`src/rtl/ecc_chk_pkg.sv`:
```
package ecc_chk_pkg;

    localparam int LP_BITS = 16;
    localparam int CP_BITS = 6;
    localparam int CODE_W  = 24;
    localparam int SYN_W   = LP_BITS + CP_BITS;
    localparam int PAIRS   = SYN_W / 2;
    localparam int ADDR_W  = LP_BITS / 2;
    localparam int IDX_W   = CP_BITS / 2;
    localparam int PAD_W   = CODE_W - SYN_W;

    typedef enum logic [1:0] {
        ST_CLEAN    = 2'd0,
        ST_DATA_FIX = 2'd1,
        ST_CODE_ERR = 2'd2,
        ST_FATAL    = 2'd3
    } ecc_status_e;

    typedef struct packed {
        logic [CP_BITS-1:0] cp;
        logic [LP_BITS-1:0] lp;
    } parity_t;

    typedef struct packed {
        ecc_status_e        status;
        logic [ADDR_W-1:0]  byte_addr;
        logic [IDX_W-1:0]   bit_idx;
    } verdict_t;

    // Strip the pad bits and keep the 22 parity bits of a packed code.
    function automatic parity_t unpack_code(input logic [CODE_W-1:0] c);
        parity_t p;
        p.lp = c[LP_BITS-1:0];
        p.cp = c[CODE_W-1 -: CP_BITS];
        return p;
    endfunction

    // Mask selecting the meaningful parity bits of a packed code.
    function automatic logic [CODE_W-1:0] parity_mask();
        return {{CP_BITS{1'b1}}, {PAD_W{1'b0}}, {LP_BITS{1'b1}}};
    endfunction

endpackage

```
`src/rtl/ecc_syndrome.sv`:
```
module ecc_syndrome
    import ecc_chk_pkg::*;
(
    input  logic [CODE_W-1:0] code_a,
    input  logic [CODE_W-1:0] code_b,
    output parity_t           syn
);
    parity_t pa, pb;

    always_comb begin
        pa  = unpack_code(code_a);
        pb  = unpack_code(code_b);
        syn = pa ^ pb;
    end
endmodule

```
`src/rtl/ecc_classify.sv`:
```
module ecc_classify
    import ecc_chk_pkg::*;
(
    input  parity_t     syn,
    output ecc_status_e status
);
    logic [SYN_W-1:0] flat;
    logic [PAIRS-1:0] pair_diff;

    assign flat = syn;

    for (genvar k = 0; k < PAIRS; k++) begin : g_pair
        assign pair_diff[k] = flat[2*k] ^ flat[2*k+1];
    end

    always_comb begin
        if (flat == '0)
            status = ST_CLEAN;
        else if (&pair_diff)
            status = ST_DATA_FIX;
        else if ($onehot(flat))
            status = ST_CODE_ERR;
        else
            status = ST_FATAL;
    end
endmodule

```
`src/rtl/ecc_locate.sv`:
```
module ecc_locate
    import ecc_chk_pkg::*;
(
    input  parity_t           syn,
    output logic [ADDR_W-1:0] byte_addr,
    output logic [IDX_W-1:0]  bit_idx
);
    for (genvar k = 0; k < ADDR_W; k++) begin : g_addr
        assign byte_addr[k] = syn.lp[2*k+1];
    end

    for (genvar k = 0; k < IDX_W; k++) begin : g_idx
        assign bit_idx[k] = syn.cp[2*k+1];
    end
endmodule

```
`src/rtl/ecc_chk_top.sv`:
```
module ecc_chk_top
    import ecc_chk_pkg::*;
(
    input  logic               clk,
    input  logic               rst,
    input  logic               start,
    input  logic [CODE_W-1:0]  code_stored,
    input  logic [CODE_W-1:0]  code_calc,
    output logic [1:0]         status,
    output logic [ADDR_W-1:0]  err_byte,
    output logic [IDX_W-1:0]   err_bit,
    output logic               done
);
    parity_t           syn;
    ecc_status_e       cls;
    logic [ADDR_W-1:0] loc_byte;
    logic [IDX_W-1:0]  loc_bit;
    verdict_t          nxt;
    verdict_t          res_q;
    logic              done_q;

    ecc_syndrome u_syn (
        .code_a (code_stored),
        .code_b (code_calc),
        .syn    (syn)
    );

    ecc_classify u_cls (
        .syn    (syn),
        .status (cls)
    );

    ecc_locate u_loc (
        .syn       (syn),
        .byte_addr (loc_byte),
        .bit_idx   (loc_bit)
    );

    always_comb begin
        nxt.status    = cls;
        nxt.byte_addr = (cls == ST_DATA_FIX) ? loc_byte : '0;
        nxt.bit_idx   = (cls == ST_DATA_FIX) ? loc_bit  : '0;
    end

    always_ff @(posedge clk) begin
        if (rst) begin
            res_q  <= '0;
            done_q <= 1'b0;
        end else begin
            done_q <= start;
            if (start)
                res_q <= nxt;
        end
    end

    assign status   = res_q.status;
    assign err_byte = res_q.byte_addr;
    assign err_bit  = res_q.bit_idx;
    assign done     = done_q;
endmodule

```
`config.mk`:
```
export PLATFORM = sky130hd
export DESIGN_NAME = ecc_chk_top
export DESIGN_NICKNAME = d
export VERILOG_FILES = /design/src/rtl/ecc_chk_pkg.sv /design/src/rtl/ecc_syndrome.sv /design/src/rtl/ecc_classify.sv /design/src/rtl/ecc_locate.sv /design/src/rtl/ecc_chk_top.sv
export SDC_FILE = /design/constraint.sdc
export NUM_CORES = 1
export LEC_CHECK = 0
export CAP_MARGIN = 20
export CORE_UTILIZATION = 37
export DETAILED_ROUTE_END_ITERATION = 16
export PLACE_DENSITY = 0.72
export SYNTH_ARGS = -nofsm -noshare
export SYNTH_HDL_FRONTEND = slang
export SYNTH_SLANG_ARGS = --single-unit
```
`constraint.sdc`:
```
create_clock -name clk -period 6.19 [get_ports clk]
set_input_delay 1.238 -clock clk [delete_from_list [all_inputs] [get_ports clk]]
set_output_delay 1.238 -clock clk [all_outputs]
set_load 0.02 [all_outputs]
```
# [Word level (Yosys, flattened, before mapping)]
# Cells that the tools add are included.
[word_totals] ff_bits=14 latchBits=0 ramBits=0 rom_bits=0 mem_count=0
[op_classes] addsub=21 n_mul=0 div=0 order_cmp=0 n_eq_ne=2 shift=0 n_mux=5 bitwise_logic=12 n_reduce_logical=2
[ops] op="adder 5 bit" n=10
[ops] op="adder 1 x 1 -> 2 bit" n=11
[ops] op="logical NOT 22 bit" n=1
[ops] op="bitwise XOR 22 bit" n=1
[ops] op="AND reduction 11 bit" n=1
[ops] op="bitwise XOR 1 bit" n=11
[ops] op="2-to-1 mux 8 bit" n=1
[ops] op="equality test 5 x 1 -> 1 bit, second input constant" n=1
[ops] op="2-to-1 mux 2 bit" n=2
[ops] op="2-to-1 mux 3 bit" n=1
[ops] op="equality test 2 x 1 -> 1 bit, second input constant" n=1
[ops] op="2-to-1 mux 1 bit" n=1

# [Longest topological paths before layout]
# Gate-level depths: netlist of run 1.
[depth] word_depth=12 depth_mapped=16 mapped_depth_nobuf=16

# [Cells and area by module]
# A second synthesis of run 1 with hierarchy kept.
[hier_totals] cells_unflattened=177 hier_area_um2=1617.8
[modules_own_cells] module="ecc_classify" instances=1 cells_each=87 area_per_inst_um2=763.2 seq_area_each_um2=0.0
[modules_own_cells] module="ecc_chk_top" instances=1 cells_each=57 area_per_inst_um2=579.3 seq_area_each_um2=280.3
[modules_own_cells] module="ecc_syndrome" instances=1 cells_each=22 area_per_inst_um2=192.7 seq_area_each_um2=0.0
[modules_own_cells] module="ecc_locate" instances=1 cells_each=11 area_per_inst_um2=82.6 seq_area_each_um2=0.0

# [Least setup slack after synthesis of run 1]
# OpenSTA, ideal clock, no wires.
[synth_path] kind="input -> register" start="input port code_calc[11]" end="register res_q, in the netlist status[0]" setup_ns=0.120 arrival_ns=5.202 required_ns=6.070 setup_slack_ns=0.868 path_stages=14 n_path_buf=0 cell_sequence="xnor2_1 -> inv_1 -> ha_1 -> inv_1 -> fa_1 -> fa_1 -> fa_1 -> fa_1 -> inv_1 -> ha_1 -> fa_1 -> or4b_1 -> nor3_1 -> a21oi_1"
[synth_between] elab_chain_len=10 elab_cells_between_ends=13 classes_between="add/sub (5); eq/ne (1); mux (3); bitwise (2); reduce/logical (2)"
[synth_rtl] item="start: declaration" line="ecc_chk_top.sv:8" source="input logic [CODE_W-1:0] code_calc,"
[synth_rtl] item="bitwise XOR 22 bit *" line="ecc_syndrome.sv:13" source="syn = pa ^ pb;"
[synth_rtl] item="adder 1 x 1 -> 2 bit (not written as such)" line="ecc_classify.sv:21" source="else if ($onehot(flat))"
[synth_rtl] item="adder 5 bit (not written as such) (4 in series)" line="ecc_classify.sv:21"
[synth_rtl] item="equality test 5 x 1 -> 1 bit" line="ecc_classify.sv:21"
[synth_rtl] item="2-to-1 mux 1 bit" line="ecc_classify.sv:21"
[synth_rtl] item="2-to-1 mux 2 bit" line="ecc_classify.sv:19" source="else if (&pair_diff)"
[synth_rtl] item="2-to-1 mux 2 bit *" line="ecc_classify.sv:17" source="if (flat == '0)"
[synth_rtl] item="end signal: assignment" line="ecc_chk_top.sv:52" source="res_q <= nxt;"
[synth_rtl] item="end: declaration" line="ecc_chk_top.sv:19" source="verdict_t res_q;"
# Mark *: on every way between the ends. The rest lies on a longest branch, timed or not.
# A chain may end at the register's enable or synchronous reset.

# [Final worst setup path of run 1]
[layout_path] start="input port code_calc[21]" end="register res_q, in the netlist status[0]"
[layout_between] elab_chain_len=9 elab_cells_between_ends=12 classes_between="add/sub (4); eq/ne (1); mux (3); bitwise (2); reduce/logical (2)"
[layout_rtl] item="bitwise XOR 22 bit *" line="ecc_syndrome.sv:13"
[layout_rtl] item="adder 1 x 1 -> 2 bit (not written as such)" line="ecc_classify.sv:21"
[layout_rtl] item="adder 5 bit (not written as such) (3 in series)" line="ecc_classify.sv:21"
[layout_rtl] item="equality test 5 x 1 -> 1 bit" line="ecc_classify.sv:21"
[layout_rtl] item="2-to-1 mux 1 bit" line="ecc_classify.sv:21"
[layout_rtl] item="2-to-1 mux 2 bit" line="ecc_classify.sv:19"
[layout_rtl] item="2-to-1 mux 2 bit *" line="ecc_classify.sv:17"
# Marked as above.

==> impl_results.md, run 1 <==
* Hold crit path type: reg -> reg
* Critical Path Stages at 14
* DR iter-0 viols at 63
* RSZ-0062 raised after global routing: no
* Tot GR Track Use at 15.0%
* CTS Hold Bufs at 0
* Largest net degree at the start of global routing at 17
* CP endpoint kind: flop
* Post-synthesis cell type count at 20
* Core Util, Final at 55.4%
* Flop2flop setup slack at 4.87 ns
* Cells on Worst Hold Path at 2
* TritonCTS clock tree: built
* Power consumption at 744 uW
* Initial antenna violation count at 0
* Area growth, synth to finish at 43.8%
* Layout cells sized above 1 at 4.10%
* Critical-path top delay cell: fa_1
* Clk buf depth at 2
* Std cell rows at 24
* CP delay by family, top: adder cells
* Die X at 69.3 um
* Flops & latches, synth at 14
* GR Overflow Total at 0
* Nets@finish at 340
* Worst reg-to-reg path cell count at 4
* Final Cycle Share at 92.0%
* WP data required at 6.32 ns
* Setup ws final at 0.493 ns
* Ant. Diodes at 0
* Setup CP Type: in -> reg
* Detailed-router iteration count before antenna repair at 4
* Startpoint Class: primary input
* Final hold vios at 0
* Maximum fanout along the worst path at 3
* Placed cells at 292
* Post-synthesis sequential area ratio at 16.7%
* TritonCTS buffer count at 3
* Clk_lat worst skew at 0.24 ns
* Skew final at 0 ns
* Die Footprint at 4810 um2
* WL final at 3370 um
* Cell mode on critical path: fa_1
* Worst Setup EP: status[0]
* First-pass GRT wire length at 5740 um
* I/O Buffers at 60
* Worst-margin pin slew at 0.547 ns
* Post-route cell area at 2410 um2
* Clock sink total at 14
* Placeable core area at 4350 um2
* Post-synth top area share at 20.3%
* Critical path's largest stage delay at 0.54 ns
* Mean Syn Cell Area at 9.37 um2
* Fin Hold WS at 0.493 ns
* Finished Layout Cells at 296
* Postcts setup bufs at 0
* # DRC at 0
* Syn_nets at 274
* Cell taking the most area after synthesis: fa_1
* Setup-failing EPs final at 0
* Dpl ws at 0.230 ns
* Vias in the first global route at 1351
* Period minus WS final at 5.70 ns
* Reg-to-reg endpoint: status[0]
* Clk slew on worst S/H paths at 0.06 ns
* H-tree depth at 1
* Vias per cell at 4.60
* I/O pin total at 65
* Fill count at 407
* Die height at 69.3 um
* Worst Setup SP: code_calc[21]
* Max-Cap Viols at 0
* IR drop worst, VDD at 223 uV
* Synthesized cell area at 1680 um2
* Post-CTS sizing at 0
* Antenna Violating Nets Remaining at 0
* Slew Viols, Final at 0
* Setup TNS at 0 ns
* Outcome: finished, final reports clean
* Leakage at 1.11 nW
* Clk Tree Root Cell: clkbuf_8
* Starting Density at 38.5%
* Arr. time, crit path at 5.83 ns
* Worst rel slew slack at 63.4%
* Cell count after synthesis at 179
* Yosys warning total at 0
* Area post-placement at 2360 um2
* Fmax at 176 MHz
* Power per cell area at 308 nW/um2
* Main area contributors after synthesis: fa_1, ha_1, dfxtp_1
* Worst path cell trace: clkdlybuf4s50_1 -> xnor2_1 -> ha_1 -> fa_1 -> inv_1 -> fa_1 -> fa_1 -> fa_1 -> inv_1 -> ha_1 -> fa_1 -> or4b_1 -> nor3_1 -> a21oi_1
* RR Startpoint: status[0]
* Gpl congestion at 0.810
* Detailed Place HPWL at 2970 um
* Worst path bufs/invs at 3
* Vias after detailed routing at 1362
* DR WL/cell at 11.4 um
-- state kept, by name, summed over array words and instances (netlist names) --
signal / cells
done: 1
err_byte: 8
status: 2
err_bit: 3
-- synthesized netlist by cell type --
cell,number
nor3_1,2
clkbuf_1,3
nor3b_1,1
nand2b_1,14
a21oi_1,2
nand4_1,4
buf_6,1
nor2_1,1
ha_1,27
o32ai_1,12
nor3_2,1
xor2_1,9
xnor2_1,15
fa_1,17
a211o_1,1
inv_1,51
or4b_1,1
dfxtp_1,14
a21o_1,1
nand3_1,2
-- kinds of logic after synthesis --
group,Yosys count,share of synthesized area (%)
xor+xnor,24,12.5
compound gates,16,7.83
simple gates,26,9.77
fa+ha+maj,44,40.4
flops,14,16.7
buf+inv,55,12.8
-- tightest hold or removal path, delay by kind of cell, from the launching register on --
| kind | cells | cell delay (ns) |
|---|---|---|
| DFF | 1 | 0.31 |
| AOI/OAI and AO/OA | 1 | 0.07 |
| and+or+nand+nor | 1 | 0.06 |
-- how the worst min path moves through the flow --
| stage | to | slack, ns | start |
|---|---|---|---|
| after floorplan | err_bit[0] | 0.56 | err_bit[0] |
| after global placement | err_byte[3] | 0.48 | err_byte[3] |
| after detailed placement | err_byte[6] | 0.48 | err_byte[6] |
| after CTS | err_bit[0] | 0.49 | err_bit[0] |
| after global routing | err_byte[4] | 0.52 | err_byte[4] |
| final | err_byte[6] | 0.49 | err_byte[6] |
-- area by class of cell --
| class | instances | area, um2 | area share [%] |
|---|---|---|---|
| clock buffer | 4 | 55.1 | 2.28 |
| tap | 52 | 65.1 | 2.70 |
| sequential | 14 | 280 | 11.6 |
| inverter | 51 | 191 | 7.93 |
| multi-input combinational | 110 | 1180 | 49.0 |
| timing repair buffer | 65 | 638 | 26.4 |
-- power breakdown --
part / switching [mW] / internal [mW]
Combinational: 0.285 / 0.274
Sequential: 0.00233 / 0.0943
Clock: 0.0330 / 0.0564
Total: 0.320 / 0.424
-- metal layers --
metal	track usage (%)	wire length (um)	up-vias
met5	0	0	-
met4	2.72	8	0
met2	25.2	1600	49
met1	19.2	1500	625
met3	4.51	262	2
li1	-	-	686
-- layout by cell type, fill, tap and decap left out --
cell type,instances
clkdlybuf4s50_1,60
inv_1,51
ha_1,27
fa_1,17
xnor2_1,15
nand2b_1,14
dfxtp_1,14
o32ai_1,12
xor2_1,9
buf_4,5
nand4_1,4
clkbuf_8,4
nand3_1,2
nor3_1,2
a21oi_1,2
nor3_2,1
a21o_1,1
nor3b_1,1
or4b_1,1
nor2_1,1
a211o_1,1
No activity file was read; power rests on OpenSTA's default activity.
==> run 2: changes to the inputs <==
- ABC_AREA: unset -> 1
- CORE_ASPECT_RATIO: unset -> 0.5
- PLACE_DENSITY: 0.72 -> 0.71
==> run 2 against run 1 <==
Effect of this change: first-iteration DRC count fell by 19%; clock-buffer cell count did not move; clock skew unchanged; critical path type unchanged; synthesized area increased by 8.1%; cell count grew 20%; critical endpoint is now err_byte[2]; largest cell class unchanged; sequential cell count unchanged; maximum frequency down 2.7%; via count is 15% higher; routed wire length rose by 22%; combinational power grew 30%; sequential share of layout area shrank 0.65 points.
==> impl_results.md, run 2 <==
* Ant. Diodes at 0 (unchanged)
* Comb power frac at 80.0% (was 75.0%)
* Synthesized cell area at 1810 um2 (was 1680 um2)
* Cell count after synthesis at 225 (was 179)
* Clock sink total at 14 (unchanged)
* Commonest non-fill, non-tap cell in the layout: clkdlybuf4s50_1 (unchanged)
* Cell mode on critical path: fa_1 (unchanged)
* Area post-placement at 2500 um2 (was 2360 um2)
* Startpoint Class: primary input (unchanged)
* Critical path's largest stage delay at 0.55 ns (was 0.54 ns)
* Largest net degree at the start of global routing at 15 (was 17)
* Starting Density at 39.9% (was 38.5%)
* Fmax at 171 MHz (was 176 MHz)
* WP data required at 6.29 ns (was 6.32 ns)
* Post-synthesis mux area share at 0% (unchanged)
* WL final at 4100 um (was 3370 um)
* CTS Hold Bufs at 0 (unchanged)
* Area growth, synth to finish at 40.9% (was 43.8%)
* Worst path cell trace: clkdlybuf4s50_1 -> xnor2_1 -> ha_1 -> fa_1 -> inv_1 -> fa_1 -> fa_1 -> fa_1 -> inv_1 -> ha_1 -> fa_1 -> nand3b_1 -> nor2_1 -> nand3_2 -> nand3_1 -> a21oi_1 (was clkdlybuf4s50_1 -> xnor2_1 -> ha_1 -> fa_1 -> inv_1 -> fa_1 -> fa_1 -> fa_1 -> inv_1 -> ha_1 -> fa_1 -> or4b_1 -> nor3_1 -> a21oi_1)
* Outcome: finished, final reports clean (unchanged)
* Register share of total power at 10.5% (was 13.0%)
* Worst-margin pin slew at 0.519 ns (was 0.547 ns)
* Postcts setup bufs at 0 (unchanged)
* Commonest non-fill, non-tap cells in the layout: clkdlybuf4s50_1, inv_1, nand2_1 (was clkdlybuf4s50_1, inv_1, ha_1)
* Clk slew on worst S/H paths at 0.06 ns (about the same)
* Power share of the clock group at 9.5% (was 12.0%)
* Final Cycle Share at 94.5% (was 92.0%)
* Post-synthesis cell type count at 18 (was 20)
* Antenna Violating Nets Remaining at 0 (unchanged)
* Sw Share at 48.6% (was 43.0%)
* Post-synth EDFFs at 0 (unchanged)
* I/O pin total at 65 (unchanged)
* Worst reg-to-reg path cell count at 2 (was 4)
* RSZ-0062 raised after global routing: no (unchanged)
* Post-route cell area at 2560 um2 (was 2410 um2)
* Arr. time, crit path at 5.95 ns (was 5.83 ns)
* Worst rel slew slack at 65.3% (was 63.4%)
* Gpl congestion at 0.927 (was 0.810)
* Setup ws final at 0.338 ns (was 0.493 ns)
* Yosys warning total at 0 (unchanged)
* Post-synthesis compound-gate area fraction at 4.34% (was 7.83%)
* H-tree depth at 1 (unchanged)
* Vias in the first global route at 1548 (was 1351)
* Nets@finish at 386 (was 340)
* Simple-gate share of the synthesized area at 17.7% (was 9.77%)
* DR iter-0 viols at 51 (was 63)
* Asr flop ratio synth at 0% (unchanged)
* IR drop worst, VDD at 429 uV (was 223 uV)
* Core Util, Final at 56.2% (was 55.4%)
* Mean Syn Cell Area at 8.06 um2 (was 9.37 um2)
* Die Footprint at 5200 um2 (was 4810 um2)
* P_int at 466 uW (was 424 uW)
* Maximum fanout along the worst path at 12 (was 3)
* Number of flip-flops in the largest register at 8 (unchanged)
* Prevailing post-synth register cell: dfxtp_1 (unchanged)
* Skew final at 0 ns (unchanged)
* RR Startpoint: err_byte[6] (was status[0])
* Final hold vios at 0 (unchanged)
* # DRC at 0 (unchanged)
* Synth Area in Adders at 37.4% (was 40.4%)
* Post-CTS sizing at 0 (unchanged)
* Die X at 101 um (was 69.3 um)
* First-pass GRT wire length at 6840 um (was 5740 um)
* Dpl ws at 0.0723 ns (was 0.230 ns)
* Post-synth top area share at 18.8% (was 20.3%)
* Main area contributors after synthesis: fa_1, ha_1, dfxtp_1 (unchanged)
* Layout cells sized above 1 at 9.31% (was 4.10%)
* Vias after detailed routing at 1562 (was 1362)
* Die height at 51.5 um (was 69.3 um)
* Fin Hold WS at 0.462 ns (was 0.493 ns)
* Syn_nets at 320 (was 274)
* NetSw at 440 uW (was 320 uW)
* Critical-path top delay cell: fa_1 (unchanged)
* Cells on Worst Hold Path at 2 (unchanged)
* Tot GR Track Use at 17.0% (was 15.0%)
* Worst Setup SP: code_calc[23] (was code_calc[21])
* Vias per cell at 4.39 (was 4.60)
* Clk Tree Root Cell: clkbuf_8 (unchanged)
* Setup TNS at 0 ns (unchanged)
* I/O Buffers at 60 (unchanged)
* TritonCTS buffer count at 3 (unchanged)
* Most numerous cell in the Yosys netlist: inv_1 (unchanged)
* Power per cell area at 354 nW/um2 (was 308 nW/um2)
* TritonCTS clock tree: built (unchanged)
* XOR/XNOR Fraction of Synth Area at 11.1% (was 12.5%)
* Finished Layout Cells at 356 (was 296)
* Setup-failing EPs final at 0 (unchanged)
* CP endpoint kind: flop (unchanged)
* Period minus WS final at 5.85 ns (was 5.70 ns)
* Hold path startpoint: status[0] (was err_byte[6])
* Fill count at 437 (was 407)
* Max-Cap Viols at 0 (unchanged)
* Flops & latches, synth at 14 (unchanged)
* GR Overflow Total at 0 (unchanged)
* Largest family of logic cells by synthesized area: adder cells (unchanged)
* Commonest cells in the synthesized netlist: inv_1, nand2_1, ha_1 (was inv_1, ha_1, fa_1)
* Placeable core area at 4550 um2 (was 4350 um2)
* Detailed-router iteration count before antenna repair at 4 (unchanged)
* DR WL/cell at 11.5 um (was 11.4 um)
* Placed cells at 352 (was 292)
* Power consumption at 906 uW (was 744 uW)
* Leakage at 1.17 nW (was 1.11 nW)
* Std cell rows at 17 (was 24)
* Slew Viols, Final at 0 (unchanged)
* Hold crit path type: reg -> reg (unchanged)
* Initial antenna violation count at 0 (unchanged)
* Detailed Place HPWL at 3640 um (was 2970 um)
* Post-synthesis sequential area ratio at 15.4% (was 16.7%)
* Clk_lat worst skew at 0.24 ns (about the same)
* Setup CP Type: in -> reg (unchanged)
* Clk buf depth at 2 (unchanged)
* Cell taking the most area after synthesis: fa_1 (unchanged)
==> run 2: cell count changes after synthesis, moves of 11 or more <==
cell and delta:
nand2_1 +29, nor2_2 +13, nand3_1 +14, o32ai_1 -12, a21oi_1 +11, nand2b_1 -14
==> run 2: cell type report <==
type / count / area [um2] / share of cell area [%]
sequential: 14 / 280 / 11.0
tap: 66 / 82.6 / 3.23
multi-input combinational: 149 / 1280 / 50.0
inverter: 57 / 214 / 8.37
clock buffer: 4 / 55.1 / 2.15
timing repair buffer: 66 / 646 / 25.3
==> run 2: power by group through the flow <==
stage | registers [mW] | clock network [mW] | logic [mW]
after floorplan | 0.102 | 0 | 0.564
after global placement | 0.0973 | 0 | 0.674
after detailed placement | 0.0975 | 0 | 0.726
after CTS | 0.0956 | 0.0877 | 0.730
after global routing | 0.0958 | 0.0922 | 0.870
final | 0.0954 | 0.0857 | 0.725
==> run 2: worst max-delay path, delay by kind of cell <==
kind	cells	cell delay, ns
xor gates and xnor gates	1	0.36
buffers and inverters	3	0.51
AOI/OAI and AO/OA	1	0.08
and+or+nand+nor	4	0.72
adders and majority gates	7	3.04
==> run 2: kinds of logic (layout without fill, tap and decap cells) <==
group,after synthesis,after routing
AOI/OAI and AO/OA,15,15
xor gates and xnor gates,23,23
adders and majority gates,44,44
buffers and inverters,62,127
DFF,14,14
and+or+nand+nor,67,67
==> run 2: path summary, 6_finish.rpt <==
check,end,slack [ns]
min reg2reg,status[0],0.46
max,err_byte[2],0.34
max reg2reg,err_byte[6],5.53
min,status[0],0.46
==> run 2: metal layers <==
layer | track usage, % | vias to the layer above | share of wire, %
li1 | - | 800 | -
met1 | 23.8 | 734 | 49
met2 | 30.0 | 26 | 49
met3 | 0.403 | 2 | 1.7
met4 | 3.62 | 0 | 0.46
met5 | 0 | - | 0
==> run 3: changes to the inputs <==
- CORE_ASPECT_RATIO: 0.5 -> 1.2
- TNS_END_PERCENT: unset -> 50
==> run 3 against run 2 <==
Effect of this change: worst hold slack is essentially flat; first-iteration DRC count fell by 9.8%; non-clock buffer count stayed put; die area is 0.31% lower; power fell by 4.0%; critical path depth stayed put; cell count decreased by 2.2%; clock skew stayed put; clock-buffer cell count did not move; sequential power about the same; global-route usage fell by 2.2 points; combinational power fell by 5.4%; largest power group unchanged.
==> impl_results.md, run 3 (same netlist as run 2, synthesis figures left out) <==
* Vias after detailed routing at 1484 (was 1562)
* DR WL/cell at 10.2 um (was 11.5 um)
* Max-Cap Viols at 0 (unchanged)
* Detailed-router iteration count before antenna repair at 4 (unchanged)
* Hold path startpoint: status[0] (unchanged)
* TritonCTS buffer count at 3 (unchanged)
* Setup CP Type: in -> reg (unchanged)
* Number of flip-flops in the largest register at 8 (unchanged)
* Nets@finish at 386 (unchanged)
* Gpl congestion at 0.848 (was 0.927)
* Layout cells sized above 1 at 9.31% (unchanged)
* Skew final at 0 ns (unchanged)
* Leakage at 1.17 nW (unchanged)
* WL final at 3560 um (was 4100 um)
* Register area at 280 um2 (unchanged)
* Vias per cell at 4.26 (was 4.39)
* Vias in the first global route at 1457 (was 1548)
* WP data required at 6.30 ns (was 6.29 ns)
* RR Startpoint: err_bit[1] (was err_byte[6])
* Finished Layout Cells at 348 (was 356)
* Die Footprint at 5190 um2 (was 5200 um2)
* Placeable core area at 4660 um2 (was 4550 um2)
* Maximum fanout along the worst path at 12 (unchanged)
* DR iter-0 viols at 46 (was 51)
* Std cell rows at 27 (was 17)
* Fin Hold WS at 0.462 ns (about the same)
* Die height at 78.7 um (was 51.5 um)
* Slew Viols, Final at 0 (unchanged)
* Fmax at 173 MHz (was 171 MHz)
* Critical path's largest stage delay at 0.55 ns (about the same)
* Hold crit path type: reg -> reg (unchanged)
* I/O Buffers at 60 (unchanged)
* Worst rel slew slack at 64.0% (was 65.3%)
* IR drop worst, VDD at 386 uV (was 429 uV)
* Area growth, synth to finish at 40.3% (was 40.9%)
* Area post-placement at 2490 um2 (was 2500 um2)
* Outcome: finished, final reports clean (unchanged)
* Arr. time, crit path at 5.89 ns (was 5.95 ns)
* Ant. Diodes at 0 (unchanged)
* Tot GR Track Use at 14.9% (was 17.0%)
* Commonest non-fill, non-tap cell in the layout: clkdlybuf4s50_1 (unchanged)
* Fill count at 443 (was 437)
* Worst-margin pin slew at 0.538 ns (was 0.519 ns)
* Clock sink total at 14 (unchanged)
* Placed cells at 344 (was 352)
* GR Overflow Total at 0 (unchanged)
* # DRC at 0 (unchanged)
* Period minus WS final at 5.78 ns (was 5.85 ns)
* Postcts setup bufs at 0 (unchanged)
* Final Cycle Share at 93.3% (was 94.5%)
* Clk_lat worst skew at 0.24 ns (about the same)
* CP endpoint kind: flop (unchanged)
* Critical-path top delay cell: fa_1 (unchanged)
* Largest net degree at the start of global routing at 15 (unchanged)
* Setup-failing EPs final at 0 (unchanged)
* CTS Hold Bufs at 0 (unchanged)
* I/O pin total at 65 (unchanged)
* Initial antenna violation count at 0 (unchanged)
* First-pass GRT wire length at 6040 um (was 6840 um)
* TritonCTS clock tree: built (unchanged)
* Die X at 65.9 um (was 101 um)
* Final hold vios at 0 (unchanged)
* Core Util, Final at 54.6% (was 56.2%)
* Setup TNS at 0 ns (unchanged)
* Cell mode on critical path: fa_1 (unchanged)
* Clk buf depth at 2 (unchanged)
* H-tree depth at 1 (unchanged)
* Worst Setup SP: code_calc[23] (unchanged)
* Clk slew on worst S/H paths at 0.05 ns (was 0.06 ns)
* Detailed Place HPWL at 3310 um (was 3640 um)
* Power per cell area at 342 nW/um2 (was 354 nW/um2)
* Starting Density at 38.9% (was 39.9%)
* Worst path cell trace: clkdlybuf4s50_1 -> xnor2_1 -> ha_1 -> fa_1 -> inv_1 -> fa_1 -> fa_1 -> fa_1 -> inv_1 -> ha_1 -> fa_1 -> nand3b_1 -> nor2_1 -> nand3_2 -> nand3_1 -> a21oi_2 (was clkdlybuf4s50_1 -> xnor2_1 -> ha_1 -> fa_1 -> inv_1 -> fa_1 -> fa_1 -> fa_1 -> inv_1 -> ha_1 -> fa_1 -> nand3b_1 -> nor2_1 -> nand3_2 -> nand3_1 -> a21oi_1)
* Post-CTS sizing at 0 (unchanged)
* Multi-input gate area at 1280 um2 (unchanged)
* Commonest non-fill, non-tap cells in the layout: clkdlybuf4s50_1, inv_1, nand2_1 (unchanged)
* Startpoint Class: primary input (unchanged)
* Post-route cell area at 2550 um2 (was 2560 um2)
* RSZ-0062 raised after global routing: no (unchanged)
* Antenna Violating Nets Remaining at 0 (unchanged)
* Clk Tree Root Cell: clkbuf_8 (unchanged)
-- run 3: cell counts in the layout (fill, tap and decap cells not counted) --
Identical to the previous run, type by type.
-- run 3: path summary, 6_finish.rpt --
path / end / depth (start not counted) / slack (ns)
hold / removal: status[0] / 2 / 0.46
hold reg to reg: status[0] / 2 / 0.46
setup reg to reg: err_bit[1] / 2 / 5.56
setup / recovery: err_bit[0] / 16 / 0.41
-- run 3: stage by stage --
stage          setup WS [ns]  power [mW]
2_1_floorplan          0.925       0.666
3_3_place_gp           0.211       0.763
3_5_place_dp           0.154       0.797
4_1_cts                0.415       0.888
5_1_grt               0.0924        1.01
6_report               0.414       0.870
-- run 3: cell type report --
| cell class | count | area share [%] |
|---|---|---|
| clock buffers | 4 | 2.16 |
| flip-flops and latches | 14 | 11.0 |
| repair buffers | 66 | 25.4 |
| inverters | 57 | 8.40 |
| well taps | 58 | 2.85 |
| multi-input cells | 149 | 50.2 |
-- run 3: per-layer routing --
| layer | vias to the layer above | part of all wire (%) | wire (um) | track usage (%) |
|---|---|---|---|---|
| li1 | 793 | - | - | - |
| met2 | 32 | 53 | 1900 | 28.1 |
| met5 | - | 0 | 0 | 0 |
| met1 | 654 | 42 | 1510 | 17.4 |
| met4 | 0 | 1.3 | 48 | 5.22 |
| met3 | 5 | 2.8 | 98 | 0.431 |
-- run 3: worst max-delay path: cells and delay by family --
family | cells | cell delay (ns)
AND/OR/NAND/NOR | 4 | 0.71
adder cells (fa/ha/maj) | 7 | 3.02
buffers and inverters | 3 | 0.51
XOR/XNOR | 1 | 0.35
AO/OA/AOI/OAI | 1 | 0.06
-- run 3: power breakdown --
group          internal [mW]  total [mW]  leakage [nW]  switching [mW]
Sequential            0.0939      0.0954         0.114         0.00148
Combinational          0.305       0.686          1.03           0.381
Clock                 0.0563      0.0881        0.0288          0.0317
Total                  0.455       0.870          1.17           0.414
